--- src/rtl/rb_pkg.sv ---
package rb_pkg;
  localparam int DW      = 32;
  localparam int AW      = 4;
  localparam int NWORDS  = 12;
  localparam int NCOPY_A = 2;
  localparam int NSTAT   = 2;
  localparam int NGRP    = 2;
  localparam int A_STRIDE = 4;
  localparam int OFS_CAPT = 0;
  localparam int OFS_CTRL = 1;
  localparam int OFS_STAT = 2;
  localparam int GRP_BASE = 8;
  localparam int MIX_ADDR = 10;
  localparam int TAIL_ADDR = 11;
  localparam int BYTE_W = 8;
  localparam int NBYTES = DW / BYTE_W;
endpackage

--- src/rtl/rb_field.sv ---
module rb_field #(
  parameter int W         = 32,
  parameter bit NEG_EDGE  = 1'b0,
  parameter bit ASYNC_RST = 1'b1,
  parameter bit RST_HIGH  = 1'b1,
  parameter bit SW_WR     = 1'b1,
  parameter bit SW_W1C    = 1'b0
) (
  input  logic         clk,
  input  logic         rst_in,
  input  logic         sw_we,
  input  logic [W-1:0] sw_wd,
  input  logic         hw_we,
  input  logic [W-1:0] hw_wd,
  output logic [W-1:0] q,
  output logic [W-1:0] nxt
);
  logic rst_act;
  logic sw_hit;

  assign rst_act = RST_HIGH ? rst_in : ~rst_in;
  assign sw_hit  = SW_WR && sw_we;

  // hardware has priority over software
  always_comb begin
    if (hw_we)       nxt = hw_wd;
    else if (sw_hit) nxt = SW_W1C ? (q & ~sw_wd) : sw_wd;
    else             nxt = q;
  end

  if (NEG_EDGE) begin : g_neg
    if (ASYNC_RST) begin : g_async
      always_ff @(negedge clk or posedge rst_act)
        if (rst_act) q <= '0;
        else         q <= nxt;
    end else begin : g_sync
      always_ff @(negedge clk)
        if (rst_act) q <= '0;
        else         q <= nxt;
    end

    AST_HW_WINS_N: assert property (@(negedge clk) disable iff (rst_act)
      hw_we |=> q == $past(hw_wd)) else $error("hw write lost");
    AST_HOLD_N: assert property (@(negedge clk) disable iff (rst_act)
      (!hw_we && !(SW_WR && sw_we)) |=> $stable(q)) else $error("field moved without write");
  end else begin : g_pos
    if (ASYNC_RST) begin : g_async
      always_ff @(posedge clk or posedge rst_act)
        if (rst_act) q <= '0;
        else         q <= nxt;
    end else begin : g_sync
      always_ff @(posedge clk)
        if (rst_act) q <= '0;
        else         q <= nxt;
    end

    AST_HW_WINS: assert property (@(posedge clk) disable iff (rst_act)
      hw_we |=> q == $past(hw_wd)) else $error("hw write lost");
    AST_HOLD: assert property (@(posedge clk) disable iff (rst_act)
      (!hw_we && !(SW_WR && sw_we)) |=> $stable(q)) else $error("field moved without write");
    AST_SW_WRITE: assert property (@(posedge clk) disable iff (rst_act)
      (SW_WR && !SW_W1C && sw_we && !hw_we) |=> q == $past(sw_wd)) else $error("sw write lost");
    AST_W1C: assert property (@(posedge clk) disable iff (rst_act)
      (SW_W1C && sw_we && !hw_we) |=> (q & $past(sw_wd)) == '0) else $error("w1c bit survived");
  end
endmodule

--- src/rtl/rb_decode.sv ---
module rb_decode #(
  parameter int AW = 4,
  parameter int N  = 12
) (
  input  logic [AW-1:0] addr,
  input  logic          we,
  output logic [N-1:0]  wr_sel
);
  always_comb begin
    wr_sel = '0;
    for (int i = 0; i < N; i++)
      wr_sel[i] = we && (addr == AW'(i));
  end
endmodule

--- src/rtl/rb_rdmux.sv ---
module rb_rdmux #(
  parameter int DW = 32,
  parameter int AW = 4,
  parameter int N  = 12
) (
  input  logic          clk,
  input  logic          rst,
  input  logic          re,
  input  logic [AW-1:0] addr,
  input  logic [DW-1:0] words [N],
  output logic [DW-1:0] rdata
);
  logic [DW-1:0] pick;

  always_comb begin
    pick = '0;
    for (int i = 0; i < N; i++)
      if (addr == AW'(i)) pick = words[i];
  end

  always_ff @(posedge clk)
    if (rst)     rdata <= '0;
    else if (re) rdata <= pick;
    else         rdata <= '0;

  AST_IDLE_ZERO: assert property (@(posedge clk) disable iff (rst)
    !re |=> rdata == '0) else $error("rdata not idle");
  AST_UNMAPPED_ZERO: assert property (@(posedge clk) disable iff (rst)
    (re && int'(addr) >= N) |=> rdata == '0) else $error("unmapped read nonzero");
endmodule

--- src/rtl/cfg_reg_bank.sv ---
module cfg_reg_bank
  import rb_pkg::*;
(
  input  logic          clk,
  input  logic          rst,
  input  logic          rst_n,
  input  logic [3:0]    bus_addr,
  input  logic          bus_we,
  input  logic [31:0]   bus_wdata,
  input  logic          bus_re,
  output logic [31:0]   bus_rdata,
  input  logic [1:0]    hw_capt_we,
  input  logic [63:0]   hw_capt_wd,
  input  logic [1:0]    hw_ctrl_we,
  input  logic [63:0]   hw_ctrl_wd,
  output logic [63:0]   hw_ctrl_q,
  input  logic [3:0]    hw_stat_we,
  input  logic [127:0]  hw_stat_wd,
  input  logic [1:0]    hw_grp_we,
  input  logic [63:0]   hw_grp_wd,
  input  logic [3:0]    hw_mix_we,
  input  logic [31:0]   hw_mix_wd,
  output logic [31:0]   hw_mix_q,
  output logic          hw_mix_pulse,
  input  logic          hw_tail_we,
  input  logic [31:0]   hw_tail_wd
);
  localparam int NSTAT_ALL = NCOPY_A * NSTAT;

  logic [NWORDS-1:0] wr_sel;
  logic [DW-1:0]     words [NWORDS];
  logic [DW-1:0]     unused_nxt [NWORDS];
  logic [BYTE_W-1:0] mix_q   [NBYTES];
  logic [BYTE_W-1:0] mix_nxt [NBYTES];

  rb_decode #(.AW(AW), .N(NWORDS)) u_dec (
    .addr(bus_addr), .we(bus_we), .wr_sel(wr_sel)
  );

  // replicated first sub-block
  for (genvar k = 0; k < NCOPY_A; k++) begin : g_blk_a
    localparam int BASE = k * A_STRIDE;

    rb_field #(.W(DW), .NEG_EDGE(1'b1), .ASYNC_RST(1'b0), .RST_HIGH(1'b1),
               .SW_WR(1'b0), .SW_W1C(1'b0)) u_capt (
      .clk(clk), .rst_in(rst), .sw_we(wr_sel[BASE+OFS_CAPT]), .sw_wd(bus_wdata),
      .hw_we(hw_capt_we[k]), .hw_wd(hw_capt_wd[DW*k +: DW]),
      .q(words[BASE+OFS_CAPT]), .nxt(unused_nxt[BASE+OFS_CAPT])
    );

    rb_field #(.W(DW), .NEG_EDGE(1'b0), .ASYNC_RST(1'b1), .RST_HIGH(1'b1),
               .SW_WR(1'b1), .SW_W1C(1'b0)) u_ctrl (
      .clk(clk), .rst_in(rst), .sw_we(wr_sel[BASE+OFS_CTRL]), .sw_wd(bus_wdata),
      .hw_we(hw_ctrl_we[k]), .hw_wd(hw_ctrl_wd[DW*k +: DW]),
      .q(words[BASE+OFS_CTRL]), .nxt(unused_nxt[BASE+OFS_CTRL])
    );
    assign hw_ctrl_q[DW*k +: DW] = words[BASE+OFS_CTRL];

    for (genvar j = 0; j < NSTAT; j++) begin : g_stat
      localparam int IDX = k * NSTAT + j;
      rb_field #(.W(DW), .NEG_EDGE(1'b0), .ASYNC_RST(1'b1), .RST_HIGH(1'b1),
                 .SW_WR(1'b0), .SW_W1C(1'b0)) u_stat (
        .clk(clk), .rst_in(rst), .sw_we(wr_sel[BASE+OFS_STAT+j]), .sw_wd(bus_wdata),
        .hw_we(hw_stat_we[IDX]), .hw_wd(hw_stat_wd[DW*IDX +: DW]),
        .q(words[BASE+OFS_STAT+j]), .nxt(unused_nxt[BASE+OFS_STAT+j])
      );
    end
  end

  // grouped words of the second sub-block
  for (genvar g = 0; g < NGRP; g++) begin : g_grp
    rb_field #(.W(DW), .NEG_EDGE(1'b0), .ASYNC_RST(1'b1), .RST_HIGH(1'b1),
               .SW_WR(1'b0), .SW_W1C(1'b0)) u_grp (
      .clk(clk), .rst_in(rst), .sw_we(wr_sel[GRP_BASE+g]), .sw_wd(bus_wdata),
      .hw_we(hw_grp_we[g]), .hw_wd(hw_grp_wd[DW*g +: DW]),
      .q(words[GRP_BASE+g]), .nxt(unused_nxt[GRP_BASE+g])
    );
  end

  // mixed byte word: byte 3 sw read-only, byte 2 w1c, bytes 1 and 0 read/write
  for (genvar b = 0; b < NBYTES; b++) begin : g_mix
    rb_field #(.W(BYTE_W), .NEG_EDGE(1'b0), .ASYNC_RST(1'b0), .RST_HIGH(1'b1),
               .SW_WR(b != 3), .SW_W1C(b == 2)) u_byte (
      .clk(clk), .rst_in(rst), .sw_we(wr_sel[MIX_ADDR]), .sw_wd(bus_wdata[BYTE_W*b +: BYTE_W]),
      .hw_we(hw_mix_we[b]), .hw_wd(hw_mix_wd[BYTE_W*b +: BYTE_W]),
      .q(mix_q[b]), .nxt(mix_nxt[b])
    );
    assign words[MIX_ADDR][BYTE_W*b +: BYTE_W] = mix_q[b];
  end
  assign unused_nxt[MIX_ADDR] = {mix_nxt[3], mix_nxt[2], mix_nxt[1], mix_nxt[0]};
  assign hw_mix_q = {mix_q[3], mix_nxt[2], {BYTE_W{1'b0}}, mix_nxt[0]};

  always_ff @(posedge clk)
    if (rst) hw_mix_pulse <= 1'b0;
    else     hw_mix_pulse <= wr_sel[MIX_ADDR];

  // tail word on its own active-low reset
  rb_field #(.W(DW), .NEG_EDGE(1'b0), .ASYNC_RST(1'b1), .RST_HIGH(1'b0),
             .SW_WR(1'b0), .SW_W1C(1'b0)) u_tail (
    .clk(clk), .rst_in(rst_n), .sw_we(wr_sel[TAIL_ADDR]), .sw_wd(bus_wdata),
    .hw_we(hw_tail_we), .hw_wd(hw_tail_wd),
    .q(words[TAIL_ADDR]), .nxt(unused_nxt[TAIL_ADDR])
  );

  rb_rdmux #(.DW(DW), .AW(AW), .N(NWORDS)) u_rd (
    .clk(clk), .rst(rst), .re(bus_re), .addr(bus_addr), .words(words), .rdata(bus_rdata)
  );

  AST_PULSE_AFTER_WRITE: assert property (@(posedge clk) disable iff (rst)
    (bus_we && bus_addr == 4'(MIX_ADDR)) |=> hw_mix_pulse) else $error("no pulse");
  AST_PULSE_ONLY_ON_WRITE: assert property (@(posedge clk) disable iff (rst)
    !(bus_we && bus_addr == 4'(MIX_ADDR)) |=> !hw_mix_pulse) else $error("stray pulse");
  AST_BYPASS_B2: assert property (@(posedge clk) disable iff (rst)
    1'b1 |=> mix_q[2] == $past(hw_mix_q[23:16])) else $error("bypass b2 mismatch");
  AST_BYPASS_B0: assert property (@(posedge clk) disable iff (rst)
    1'b1 |=> mix_q[0] == $past(hw_mix_q[7:0])) else $error("bypass b0 mismatch");
endmodule

--- config.mk ---
export PLATFORM = sky130hd
export DESIGN_NAME = cfg_reg_bank
export DESIGN_NICKNAME = d
export VERILOG_FILES = /design/src/rtl/rb_pkg.sv /design/src/rtl/rb_field.sv /design/src/rtl/rb_decode.sv /design/src/rtl/rb_rdmux.sv /design/src/rtl/cfg_reg_bank.sv
export SDC_FILE = /design/constraint.sdc
export NUM_CORES = 1
export LEC_CHECK = 0
export ABC_AREA = 1
export BUFFER_PORTS_ARGS = -buffer_cell sky130_fd_sc_hd__buf_2
export CAP_MARGIN = 20
export CELL_PAD_IN_SITES_DETAIL_PLACEMENT = 2
export CELL_PAD_IN_SITES_GLOBAL_PLACEMENT = 2
export CORE_MARGIN = 3
export CORE_UTILIZATION = 27
export DETAILED_ROUTE_END_ITERATION = 8
export PLACE_DENSITY_LB_ADDON = 0.3
export REMOVE_ABC_BUFFERS = 1
export SYNTH_ARGS = -nofsm -noshare
export SYNTH_HDL_FRONTEND = slang
export SYNTH_SLANG_ARGS = --single-unit
export TNS_END_PERCENT = 20
--- constraint.sdc ---
create_clock -name clk -period 13.4 [get_ports clk]
set_clock_uncertainty 0.05 [all_clocks]
set_input_delay 2.68 -clock clk [delete_from_list [all_inputs] [get_ports clk]]
set_output_delay 2.68 -clock clk [all_outputs]
set_load 0.03 [all_outputs]
==> metrics.md, run 1 <==
| Metric | Value |
|---|---|
| Run status | `complete, no violations` |
| Synth area leaders | `dfrtp_1 (38%), dfxtp_1 (14%), nand2_1 (9.8%)` |
| Gate count of the mapped netlist | `2,257` |
| Vias/cell | `4.88` |
| Pre-CTS WS | `2.12 ns` |
| Hold_buf cts | `0` |
| DR vias | `18,300` |
| Number of CTS-inserted buffers | `50` |
| Compound-Gate Fraction of Synth Area | `9.84%` |
| Initial antenna violation count | `20` |
| Worst VDD drop | `0.0000785 V` |
| CP Buf/Inv Count | `3` |
| Worst-Margin Slew | `1.07 ns` |
| Unique masters post-synth | `27` |
| Simple-gate share of the synthesized area | `21.3%` |
| Routed WL | `94.6 mm` |
| Worst-skew pair later-pin latency | `0.63 ns` |
| Commonest cells in the netlist | `nand2_1 (494), nor2_1 (294), dfrtp_1 (288)` |
| Core ar. | `69,100 µm²` |
| Post-CTS resize count | `0` |
| Multiplexer share of the synthesized area | `7.96%` |
| Yosys warns | `0` |
| Post-route ant nets | `0` |
| Remaining global-route overflow | `0` |
| Hpwl dp | `71.1 mm` |
| Worst Hold Class | `register to register` |
| Boundary Pins | `569` |
| Largest family of logic cells by synthesized area | `simple AND/OR/NAND/NOR gates` |
| Crit path kind | `primary input to register` |
| # setup viols final | `0` |
| Area fraction of the dominant cell type after synthesis | `38.0%` |
| Finished Cell Area | `24,100 µm²` |
| Final hold violations | `0` |
| Crit-path slowest cell | `inv_8` |
| Post-Syn Area | `19,000 µm²` |
| Drt pass-1 iters | `5` |
| Prevailing post-synth register cell | `dfrtp_1` |
| Register area share after synthesis | `51.6%` |
| Maxcap violations | `0` |
| Seq cells post-synth | `417` |
| First-pass GRT wire length | `138 mm` |
| Placed cell area | `22,100 µm²` |
| DR iter-0 viols | `924` |
| Post-Synth XOR/XNOR Area | `0%` |
| Average cell area after synthesis | `8.40 µm²` |
| Post-synth EDFFs | `0` |
| Share of layout cells above drive strength 1 | `29.4%` |
| Die width | `271 µm` |
| Site Rows | `96` |
| P&R area growth vs syn | `27.2%` |
| Vias in the first global route | `20,500` |
| Critical path data required time | `7.20 ns` |
| Htree depth | `2` |
| CTS clock-pin slew for the worst setup and hold paths | `0.03 ns` |
| Crit. End Element | `register` |
| Leak | `11.8 nW` |
| Worst Setup Slack, final | `2.77 ns` |
| Top-count cell post-synth | `nand2_1` |
| Async S/R FF share, synth | `69.1%` |
| CP top delay family | `buffers and inverters` |
| Final hold slack | `0.449 ns` |
| Synth area leader | `dfrtp_1` |
| IO buf count | `560` |
| Largest net degree at the start of global routing | `115` |
| Starting Density | `27.5%` |
| # DRC | `0` |
| RD Place Congestion | `0.879` |
| Sum of negative setup slack | `0 ns` |
| Num Clock Sinks | `417` |
| Total track usage | `25.2%` |
| Largest stage delay, worst path | `0.60 ns` |
| Unrepaired setup endpoints after global routing | `no` |
| Die ar. | `73,400 µm²` |
| Die span in y | `271 µm` |
| Root buffer selected by CTS | `clkbuf_16` |
| Slew Limit Headroom | `28.7%` |
| Synth Area in Adders | `0%` |
| CTS tree | `done` |
| Clock Tree Buf Depth | `3` |
| Crit path launch type | `primary input` |
| Crit-path cells | `buf_2 > inv_8 > buf_4 > o21ai_0 > nor2_1` |
| Tot Pwr | `0.00344 W` |
| Slew Viols, Final | `0` |
| Max FO, Critical Path | `114` |
| Final net count | `3,202` |
| Drt wl/cell | `25.3 µm` |
| Post-CTS setup buffer count | `0` |
| Power Dens Cells | `142 nW/µm²` |
| Worst endpoint data arrival time | `4.43 ns` |
-- cells by family after synthesis --
logic type | count (synthesis)
muxes | 134
AOI/OAI and AO/OA | 345
other | 1
buffers and inverters | 378
and+or+nand+nor | 982
DFF | 417
-- worst reg2reg max path, stage by stage, from the launching register on --
cell and delay (ns):
dfxtp_1 0.30, nand2_1 0.06, nand2_1 0.07, nor2_1 0.24
nand4_1 0.17, nor2_1 0.18, nand4_1 0.18, nor2_1 0.19
nor2_1 0.06
-- final cells by class --
| cell class | instances | area, µm² |
|---|---|---|
| clock buffers | 67 | 1410 |
| diodes | 10 | 25.0 |
| flip-flops and latches | 417 | 9790 |
| multi-input cells | 1469 | 7490 |
| repair buffers | 587 | 3070 |
| well taps | 931 | 1160 |
| inverters | 173 | 657 |
| fillers | 7863 | 44900 |
| clock inverters | 89 | 519 |
-- routing by layer --
layer | up-vias | GRT usage, % | share of wire (%)
li1 | 8285 | - | -
met1 | 9327 | 30.7 | 41
met2 | 510 | 45.8 | 51
met3 | 133 | 4.33 | 4.9
met4 | 14 | 6.64 | 2.6
met5 | - | 0 | 0.10
-- stage by stage --
stage,util (%),std cells
detailed placement,32.1,3577
global placement,32.0,3574
finish,34.9,3743
floorplan,-,2060
global route,34.9,3740
CTS,34.9,3732
-- where the power goes --
group | switching, W | internal (W) | total (W)
registers | 0.0000657 | 0.00136 | 0.00143
clock network | 0.000632 | 0.000878 | 0.00151
logic | 0.000331 | 0.000166 | 0.000497
total | 0.00103 | 0.00241 | 0.00344
-- sequential cells by signal, indices dropped and copies added (netlist names) --
| name | count |
|---|---|
| g_grp.u_grp.q | 64 |
| hw_mix_pulse | 1 |
| g_mix.u_byte.q | 32 |
| g_blk_a.u_capt.q | 64 |
| g_blk_a.u_ctrl.q | 64 |
| u_rd.rdata | 32 |
| g_blk_a.g_stat.u_stat.q | 128 |
| u_tail.q | 32 |
-- worst paths after layout --
path	from	end	slack [ns]	depth (start not counted)
setup / recovery	rst	g_blk_a[0].u_capt.q[0]	2.77	5
hold / removal	g_blk_a[0].u_capt.q[31]	g_blk_a[0].u_capt.q[31]	0.45	2
setup reg to reg	g_blk_a[0].u_capt.q[20]	u_rd.rdata[20]	5.04	8
hold reg to reg	g_blk_a[0].u_capt.q[31]	g_blk_a[0].u_capt.q[31]	0.45	2
max in group asynchronous	rst	g_grp[1].u_grp.q[4]	8.97	4
min in group asynchronous	rst_n	u_tail.q[6]	2.18	1
-- placed cells by master, fill, tap and decap left out, types with 23 or more instances in the layout --
cell       instances
buf_2            560
nand2_1          494
nor2_1           288
dfrtp_1          288
inv_1            227
o21ai_0          178
mux2_2           134
dfxtp_1          129
nand3_1          122
a21oi_1           87
nand4_1           58
clkbuf_16         53
o211ai_1          35
o22ai_1           31
buf_4             23
Note: power is estimated with default switching activity, not from simulation.
==> run 2, diff against run 1 <==
- clock period: 13.4 -> 9.1 ns (I/O delays scaled with it)
==> metrics.md, run 2 (synthesized netlist as in run 1, its figures left out) <==
| Metric | Value |
|---|---|
| HP Start | `g_blk_a[1].u_capt.q[7] (was g_blk_a[0].u_capt.q[31])` |
| R2R Path Start | `g_blk_a[0].u_capt.q[20] (unchanged)` |
| Number of CTS-inserted buffers | `51 (was 50)` |
| RD Place Congestion | `0.886 (was 0.879)` |
| Slew Limit Headroom | `23.4% (was 28.7%)` |
| Clock Tree Buf Depth | `3 (unchanged)` |
| R2R depth | `8 (unchanged)` |
| Site Rows | `96 (unchanged)` |
| # DRC | `0 (unchanged)` |
| R2R setup slack | `2.78 ns (was 5.04 ns)` |
| Multi-input gate area | `7490 µm² (unchanged)` |
| Leak | `11.8 nW (about the same)` |
| Slew Viols, Final | `0 (unchanged)` |
| Max FO, Critical Path | `33 (was 114)` |
| Reg with most FFs | `g_blk_a.g_stat.u_stat.q (unchanged)` |
| Worst endpoint data arrival time | `3.38 ns (was 4.43 ns)` |
| Unrepaired setup endpoints after global routing | `no (unchanged)` |
| Crit path launch type | `primary input (unchanged)` |
| FILL cells | `7,917 (was 7,863)` |
| Crit path kind | `primary input to register (unchanged)` |
| Die width | `271 µm (unchanged)` |
| Final hold slack | `0.450 ns (was 0.449 ns)` |
| Vias/cell | `4.86 (was 4.88)` |
| Final net count | `3,207 (was 3,202)` |
| Root buffer selected by CTS | `clkbuf_16 (unchanged)` |
| Crit. End Element | `register (unchanged)` |
| Worst-skew pair later-pin latency | `0.64 ns (was 0.63 ns)` |
| Worst VDD drop | `0.000114 V (was 0.0000785 V)` |
| Reg area | `9790 µm² (unchanged)` |
| Routed WL | `94.4 mm (was 94.6 mm)` |
| Die span in y | `271 µm (unchanged)` |
| P&R area growth vs syn | `27.1% (was 27.2%)` |
| Placed cell area | `22,200 µm² (was 22,100 µm²)` |
| Drt pass-1 iters | `5 (unchanged)` |
| Worst hold stages | `2 (unchanged)` |
| Die ar. | `73,400 µm² (unchanged)` |
| Post-route ant nets | `0 (unchanged)` |
| Tot Pwr | `0.00501 W (was 0.00344 W)` |
| Crit-path slowest cell | `buf_2 (was inv_8)` |
| Hpwl dp | `71.6 mm (was 71.1 mm)` |
| CP Buf/Inv Count | `3 (unchanged)` |
| Most used cell, CP | `nor2_1` |
| Post-CTS resize count | `0 (unchanged)` |
| Most frequent cells in the layout | `buf_2 (560), nand2_1 (494), nor2_1 (288), dfrtp_1 (288), inv_1 (227) (unchanged)` |
| Vias in the first global route | `20,400 (was 20,500)` |
| Finished Cell Area | `24,100 µm² (about the same)` |
| Remaining global-route overflow | `0 (unchanged)` |
| Worst-Margin Slew | `1.15 ns (was 1.07 ns)` |
| Largest stage delay, worst path | `0.52 ns (was 0.60 ns)` |
| Worst Setup Slack, final | `1.60 ns (was 2.77 ns)` |
| Share of layout cells above drive strength 1 | `29.3% (was 29.4%)` |
| First-pass GRT wire length | `137 mm (was 138 mm)` |
| Initial antenna violation count | `30 (was 20)` |
| Total track usage | `25.1% (was 25.2%)` |
| DR vias | `18,300 (about the same)` |
| # setup viols final | `0 (unchanged)` |
| Starting Density | `27.5% (unchanged)` |
| Htree depth | `2 (unchanged)` |
| Pre-CTS WS | `0.981 ns (was 2.12 ns)` |
| Commonest non-fill, non-tap cell in the layout | `buf_2 (unchanged)` |
| CTS tree | `done (unchanged)` |
| IO buf count | `560 (unchanged)` |
| Num Clock Sinks | `417 (unchanged)` |
| Drt wl/cell | `25.1 µm (was 25.3 µm)` |
| Run status | `complete, no violations (unchanged)` |
| Critical R2R Capture | `u_rd.rdata[20] (unchanged)` |
| Maxcap violations | `0 (unchanged)` |
| Crit-path cells | `buf_2 > inv_1 > buf_4 > nor2_1 > nor2_1 (was buf_2 > inv_8 > buf_4 > o21ai_0 > nor2_1)` |
| Final hold violations | `0 (unchanged)` |
| CTS clock-pin slew for the worst setup and hold paths | `0.04 ns (was 0.03 ns)` |
| Power Dens Cells | `208 nW/µm² (was 142 nW/µm²)` |
| Number of flip-flops under the largest register name | `128 (unchanged)` |
| Worst Hold Path EP | `g_blk_a[1].u_capt.q[7] (was g_blk_a[0].u_capt.q[31])` |
| CP top delay family | `buffers and inverters (unchanged)` |
| Finished Core Util | `34.9% (about the same)` |
| Hold_buf cts | `0 (unchanged)` |
| Core ar. | `69,100 µm² (unchanged)` |
| Worst Hold Class | `register to register (unchanged)` |
| DR iter-0 viols | `1,057 (was 924)` |
| Boundary Pins | `569 (unchanged)` |
| Post-CTS setup buffer count | `0 (unchanged)` |
| Largest net degree at the start of global routing | `76 (was 115)` |
| Critical path data required time | `4.98 ns (was 7.20 ns)` |
[run 2: changes by cell type in the layout (fill, tap and decap cells not counted), sizes merged]
cell	delta
clkinv	-9
diode	+11
clkinvlp	+1
buf	+4
bufinv	-3
clkbuf	+16
inv	-3
[run 2: per-stage QoR]
step | setup TNS [ns] | std cells
CTS | 0 | 3739
global placement | 0 | 3581
detailed placement | 0 | 3582
finish | 0 | 3760
global route | 0 | 3749
floorplan | -413.80 | 2060
[run 2: cell type report]
class	count	share of cell area (%)
Multi-Input combinational cell	1469	31.1
Clock inverter	75	1.64
Inverter	173	2.73
Timing Repair Buffer	591	12.7
Antenna cell	21	0.218
Sequential cell	417	40.6
Tap cell	931	4.84
Clock buffer	83	6.19
[run 2: routing by layer]
| layer | vias up | share of wire [%] | global-route usage (%) |
|---|---|---|---|
| li1 | 8318 | - | - |
| met1 | 9233 | 40 | 30.0 |
| met2 | 543 | 51 | 44.6 |
| met3 | 162 | 5.5 | 4.57 |
| met4 | 18 | 3.8 | 9.44 |
| met5 | - | 0.12 | 0 |
[run 2: worst max-delay path by stage]
| stage | startpoint | to | slack [ns] | depth (start not counted) |
|---|---|---|---|---|
| 2_1_floorplan | rst | g_blk_a[0].u_capt.q[0] | -4.93 | 3 |
| 3_3_place_gp | hw_capt_we[0] | g_blk_a[0].u_capt.q[2] | 1.02 | 4 |
| 3_5_place_dp | hw_capt_we[1] | g_blk_a[1].u_capt.q[10] | 0.98 | 5 |
| 4_1_cts | hw_capt_we[1] | g_blk_a[1].u_capt.q[21] | 1.62 | 5 |
| 5_1_grt | hw_capt_we[1] | g_blk_a[1].u_capt.q[20] | 1.46 | 5 |
| 6_report | hw_capt_we[1] | g_blk_a[1].u_capt.q[21] | 1.60 | 5 |
[run 2: worst min-delay path: stages, from the launching register on]
cell	delay, ns
dfxtp_1	0.32
o21ai_0	0.08
nor2_1	0.07
[run 2: report_power, final]
| part | leakage, nW | total (W) | switching [W] | internal [W] |
|---|---|---|---|---|
| Combinational | 6.16 | 0.000732 | 0.000488 | 0.000244 |
| Clock | 1.14 | 0.00217 | 0.000908 | 0.00126 |
| Sequential | 4.47 | 0.00210 | 0.0000959 | 0.00201 |
| Total | 11.8 | 0.00501 | 0.00149 | 0.00352 |
==> run 3, diff against run 2 <==
- ABC_AREA: 1 -> 0
- CORE_UTILIZATION: 27 -> 33
- clock period: 9.1 -> 7.47 ns (I/O delays scaled with it)
==> metrics.md, run 3 <==
| Metric | Value |
|---|---|
| Run status | `complete, no violations (unchanged)` |
| DR vias | `17,000 (was 18,300)` |
| Placed cells | `3,004 (was 3,582)` |
| Finished Layout Cells | `3,196 (was 3,760)` |
| Vias/cell | `5.33 (was 4.86)` |
| # DRC | `0 (unchanged)` |
| Drt pass-1 iters | `4 (was 5)` |
| Final net count | `2,787 (was 3,207)` |
| Final hold violations | `0 (unchanged)` |
| Crit-path cells | `buf_2 > buf_4 > mux2i_1 > nor2_1 (was buf_2 > inv_1 > buf_4 > nor2_1 > nor2_1)` |
| Critical R2R Capture | `u_rd.rdata[29] (was u_rd.rdata[20])` |
| Post-CTS resize count | `0 (unchanged)` |
| First-pass GRT wire length | `135 mm (was 137 mm)` |
| Site Rows | `89 (was 96)` |
| Power Internal | `0.00425 W (was 0.00352 W)` |
| Synth area leader | `dfrtp_1 (unchanged)` |
| Die span in y | `252 µm (was 271 µm)` |
| Starting Density | `33.6% (was 27.5%)` |
| Pre-CTS WS | `0.741 ns (was 0.981 ns)` |
| Critical path data required time | `4.17 ns (was 4.98 ns)` |
| Worst hold stages | `2 (unchanged)` |
| Remaining global-route overflow | `0 (unchanged)` |
| Comb pwr share | `15.9% (was 14.6%)` |
| Worst Setup Slack, final | `1.35 ns (was 1.60 ns)` |
| Synth area leaders | `dfrtp_1 (36%), mux2_2 (13%), dfxtp_1 (13%) (was dfrtp_1 (38%), dfxtp_1 (14%), nand2_1 (9.8%))` |
| Post-CTS setup buffer count | `0 (unchanged)` |
| Post-route ant nets | `0 (unchanged)` |
| Share of layout cells above drive strength 1 | `38.8% (was 29.3%)` |
| Htree depth | `2 (unchanged)` |
| Crit-path slowest cell | `buf_2 (unchanged)` |
| Unique masters post-synth | `54 (was 27)` |
| R2R setup slack | `1.91 ns (was 2.78 ns)` |
| Crit. End Element | `register (unchanged)` |
| RD Place Congestion | `0.820 (was 0.886)` |
| Async S/R FF share, synth | `69.1% (unchanged)` |
| Commonest cells in the netlist | `dfrtp_1 (288), mux2_2 (238), mux2i_1 (196) (was nand2_1 (494), nor2_1 (294), dfrtp_1 (288))` |
| Leak | `11.3 nW (was 11.8 nW)` |
| Largest net degree at the start of global routing | `121 (was 76)` |
| Crit path launch type | `primary input (unchanged)` |
| Seq cells post-synth | `417 (unchanged)` |
| Slew Viols, Final | `0 (unchanged)` |
| Prevailing post-synth register cell | `dfrtp_1 (unchanged)` |
| Drt wl/cell | `29.4 µm (was 25.1 µm)` |
| Post-Syn Area | `20,000 µm² (was 19,000 µm²)` |
| P&R area growth vs syn | `23.5% (was 27.1%)` |
| Clock Tree Buf Depth | `3 (unchanged)` |
| Die width | `252 µm (was 271 µm)` |
| R2R depth | `4 (was 8)` |
| Max FO, Critical Path | `15 (was 33)` |
| DR iter-0 viols | `871 (was 1,057)` |
| Total track usage | `28.8% (was 25.1%)` |
| IO buf count | `560 (unchanged)` |
| Post-synth EDFFs | `0 (unchanged)` |
| Largest stage delay, worst path | `0.54 ns (was 0.52 ns)` |
| Core ar. | `59,600 µm² (was 69,100 µm²)` |
| Sequential share of power | `42.2% (was 42.0%)` |
| Hold_buf cts | `0 (unchanged)` |
| CTS tree | `done (unchanged)` |
| Worst Hold Class | `register to register (unchanged)` |
| Worst-skew pair later-pin latency | `0.64 ns (about the same)` |
| Root buffer selected by CTS | `clkbuf_16 (unchanged)` |
| Vias in the first global route | `19,300 (was 20,400)` |
| Die ar. | `63,700 µm² (was 73,400 µm²)` |
| Power Dens Cells | `247 nW/µm² (was 208 nW/µm²)` |
| Worst VDD drop | `0.000154 V (was 0.000114 V)` |
| # setup viols final | `0 (unchanged)` |
| Top-count cell post-synth | `dfrtp_1 (was nand2_1)` |
| HP Start | `g_blk_a[1].u_capt.q[18] (was g_blk_a[1].u_capt.q[7])` |
| Worst endpoint data arrival time | `2.82 ns (was 3.38 ns)` |
| Crit path kind | `primary input to register (unchanged)` |
| Boundary Pins | `569 (unchanged)` |
| Tot Pwr | `0.00612 W (was 0.00501 W)` |
| Sw frac | `30.5% (was 29.8%)` |
| Number of flip-flops under the largest register name | `128 (unchanged)` |
| Area fraction of the dominant cell type after synthesis | `36.0% (was 38.0%)` |
| Clock share of power | `42.0% (was 43.4%)` |
| Initial antenna violation count | `43 (was 30)` |
| Yosys warns | `0 (unchanged)` |
| Gate count of the mapped netlist | `1,859 (was 2,257)` |
| Routed WL | `94.0 mm (was 94.4 mm)` |
| Worst Hold Path EP | `g_blk_a[1].u_capt.q[18] (was g_blk_a[1].u_capt.q[7])` |
| Slew Limit Headroom | `24.9% (was 23.4%)` |
| Reg with most FFs | `g_blk_a.g_stat.u_stat.q (unchanged)` |
| Average cell area after synthesis | `10.8 µm² (was 8.40 µm²)` |
| Worst-Margin Slew | `1.13 ns (was 1.15 ns)` |
| Unrepaired setup endpoints after global routing | `no (unchanged)` |
| Hpwl dp | `64.3 mm (was 71.6 mm)` |
| Commonest non-fill, non-tap cell in the layout | `buf_2 (unchanged)` |
| R2R Path Start | `g_blk_a[0].u_capt.q[29] (was g_blk_a[0].u_capt.q[20])` |
| CTS clock-pin slew for the worst setup and hold paths | `0.04 ns (about the same)` |
| Maxcap violations | `0 (unchanged)` |
| Most frequent cells in the layout | `buf_2 (557), dfrtp_1 (288), mux2_2 (238), mux2i_1 (196), nand2_1 (169) (was buf_2 (560), nand2_1 (494), nor2_1 (288), dfrtp_1 (288), inv_1 (227))` |
| Num Clock Sinks | `417 (unchanged)` |
| Number of CTS-inserted buffers | `50 (was 51)` |
| Register area share after synthesis | `48.9% (was 51.6%)` |
| Switch Pwr | `0.00186 W (was 0.00149 W)` |
[run 3: worst max path at each step]
stage	start	end	slack, ns	depth (start not counted)
3_3_place_gp	hw_capt_we[1]	g_blk_a[1].u_capt.q[2]	0.86	4
2_1_floorplan	rst	u_rd.rdata[31]	-3.22	5
5_1_grt	hw_capt_we[1]	g_blk_a[1].u_capt.q[27]	1.34	4
4_1_cts	hw_capt_we[1]	g_blk_a[1].u_capt.q[27]	1.39	4
6_report	hw_capt_we[1]	g_blk_a[1].u_capt.q[27]	1.35	4
3_5_place_dp	hw_capt_we[1]	g_blk_a[1].u_capt.q[14]	0.74	4
[run 3: worst max-delay path: cells and delay by family]
kind	cells	cell delay [ns]
multiplexers	1	0.29
buffers and inverters	2	0.92
AND/OR/NAND/NOR	1	0.09
[run 3: power groups by stage]
stage	sequential, W	clock (W)	combinational [W]
floorplan	0.00265	0.0000528	0.000407
global placement	0.00260	0.0000528	0.000935
detailed placement	0.00261	0.0000528	0.000966
CTS	0.00258	0.00262	0.000976
global route	0.00260	0.00275	0.00104
finish	0.00258	0.00257	0.000971
[run 3: area by class of cell]
| type | count | area (µm²) |
|---|---|---|
| Inverter | 11 | 48.8 |
| Clock buffer | 73 | 1440 |
| Sequential cell | 417 | 9790 |
| Clock inverter | 85 | 397 |
| Antenna cell | 34 | 85.1 |
| Tap cell | 773 | 967 |
| Timing Repair Buffer | 592 | 3110 |
| Multi-Input combinational cell | 1211 | 8900 |
| Fill cell | 6352 | 34800 |
[run 3: kinds of logic (layout without fill, tap and decap cells)]
group | Yosys count | in the layout | synth area share (%)
multiplexers | 442 | 442 | 24.1
flip-flops | 417 | 417 | 48.9
AO/OA/AOI/OAI | 382 | 382 | 11.9
AND/OR/NAND/NOR | 379 | 379 | 8.20
buffers and inverters | 238 | 761 | 6.93
other | 1 | 42 | 0.0187
[run 3: per-layer routing]
| metal | up-vias | global-route usage, % | share of wire (%) |
|---|---|---|---|
| met1 | 8942 | 36.1 | 42 |
| met2 | 427 | 50.5 | 51 |
| met3 | 154 | 4.44 | 3.9 |
| met5 | - | 0 | 0.14 |
| li1 | 7502 | - | - |
| met4 | 20 | 10.4 | 3.0 |
[run 3: metrics by stage]
step | hold slack (ns) | utilization (%) | instance area [µm²] | setup TNS (ns)
2_1_floorplan | 0.394 | - | 18700 | -393.30
3_3_place_gp | 0.421 | 38.3 | 22800 | 0
3_5_place_dp | 0.440 | 38.3 | 22800 | 0
5_1_grt | 0.469 | 41.5 | 24700 | 0
4_1_cts | 0.451 | 41.3 | 24600 | 0
6_report | 0.451 | 41.5 | 24700 | 0
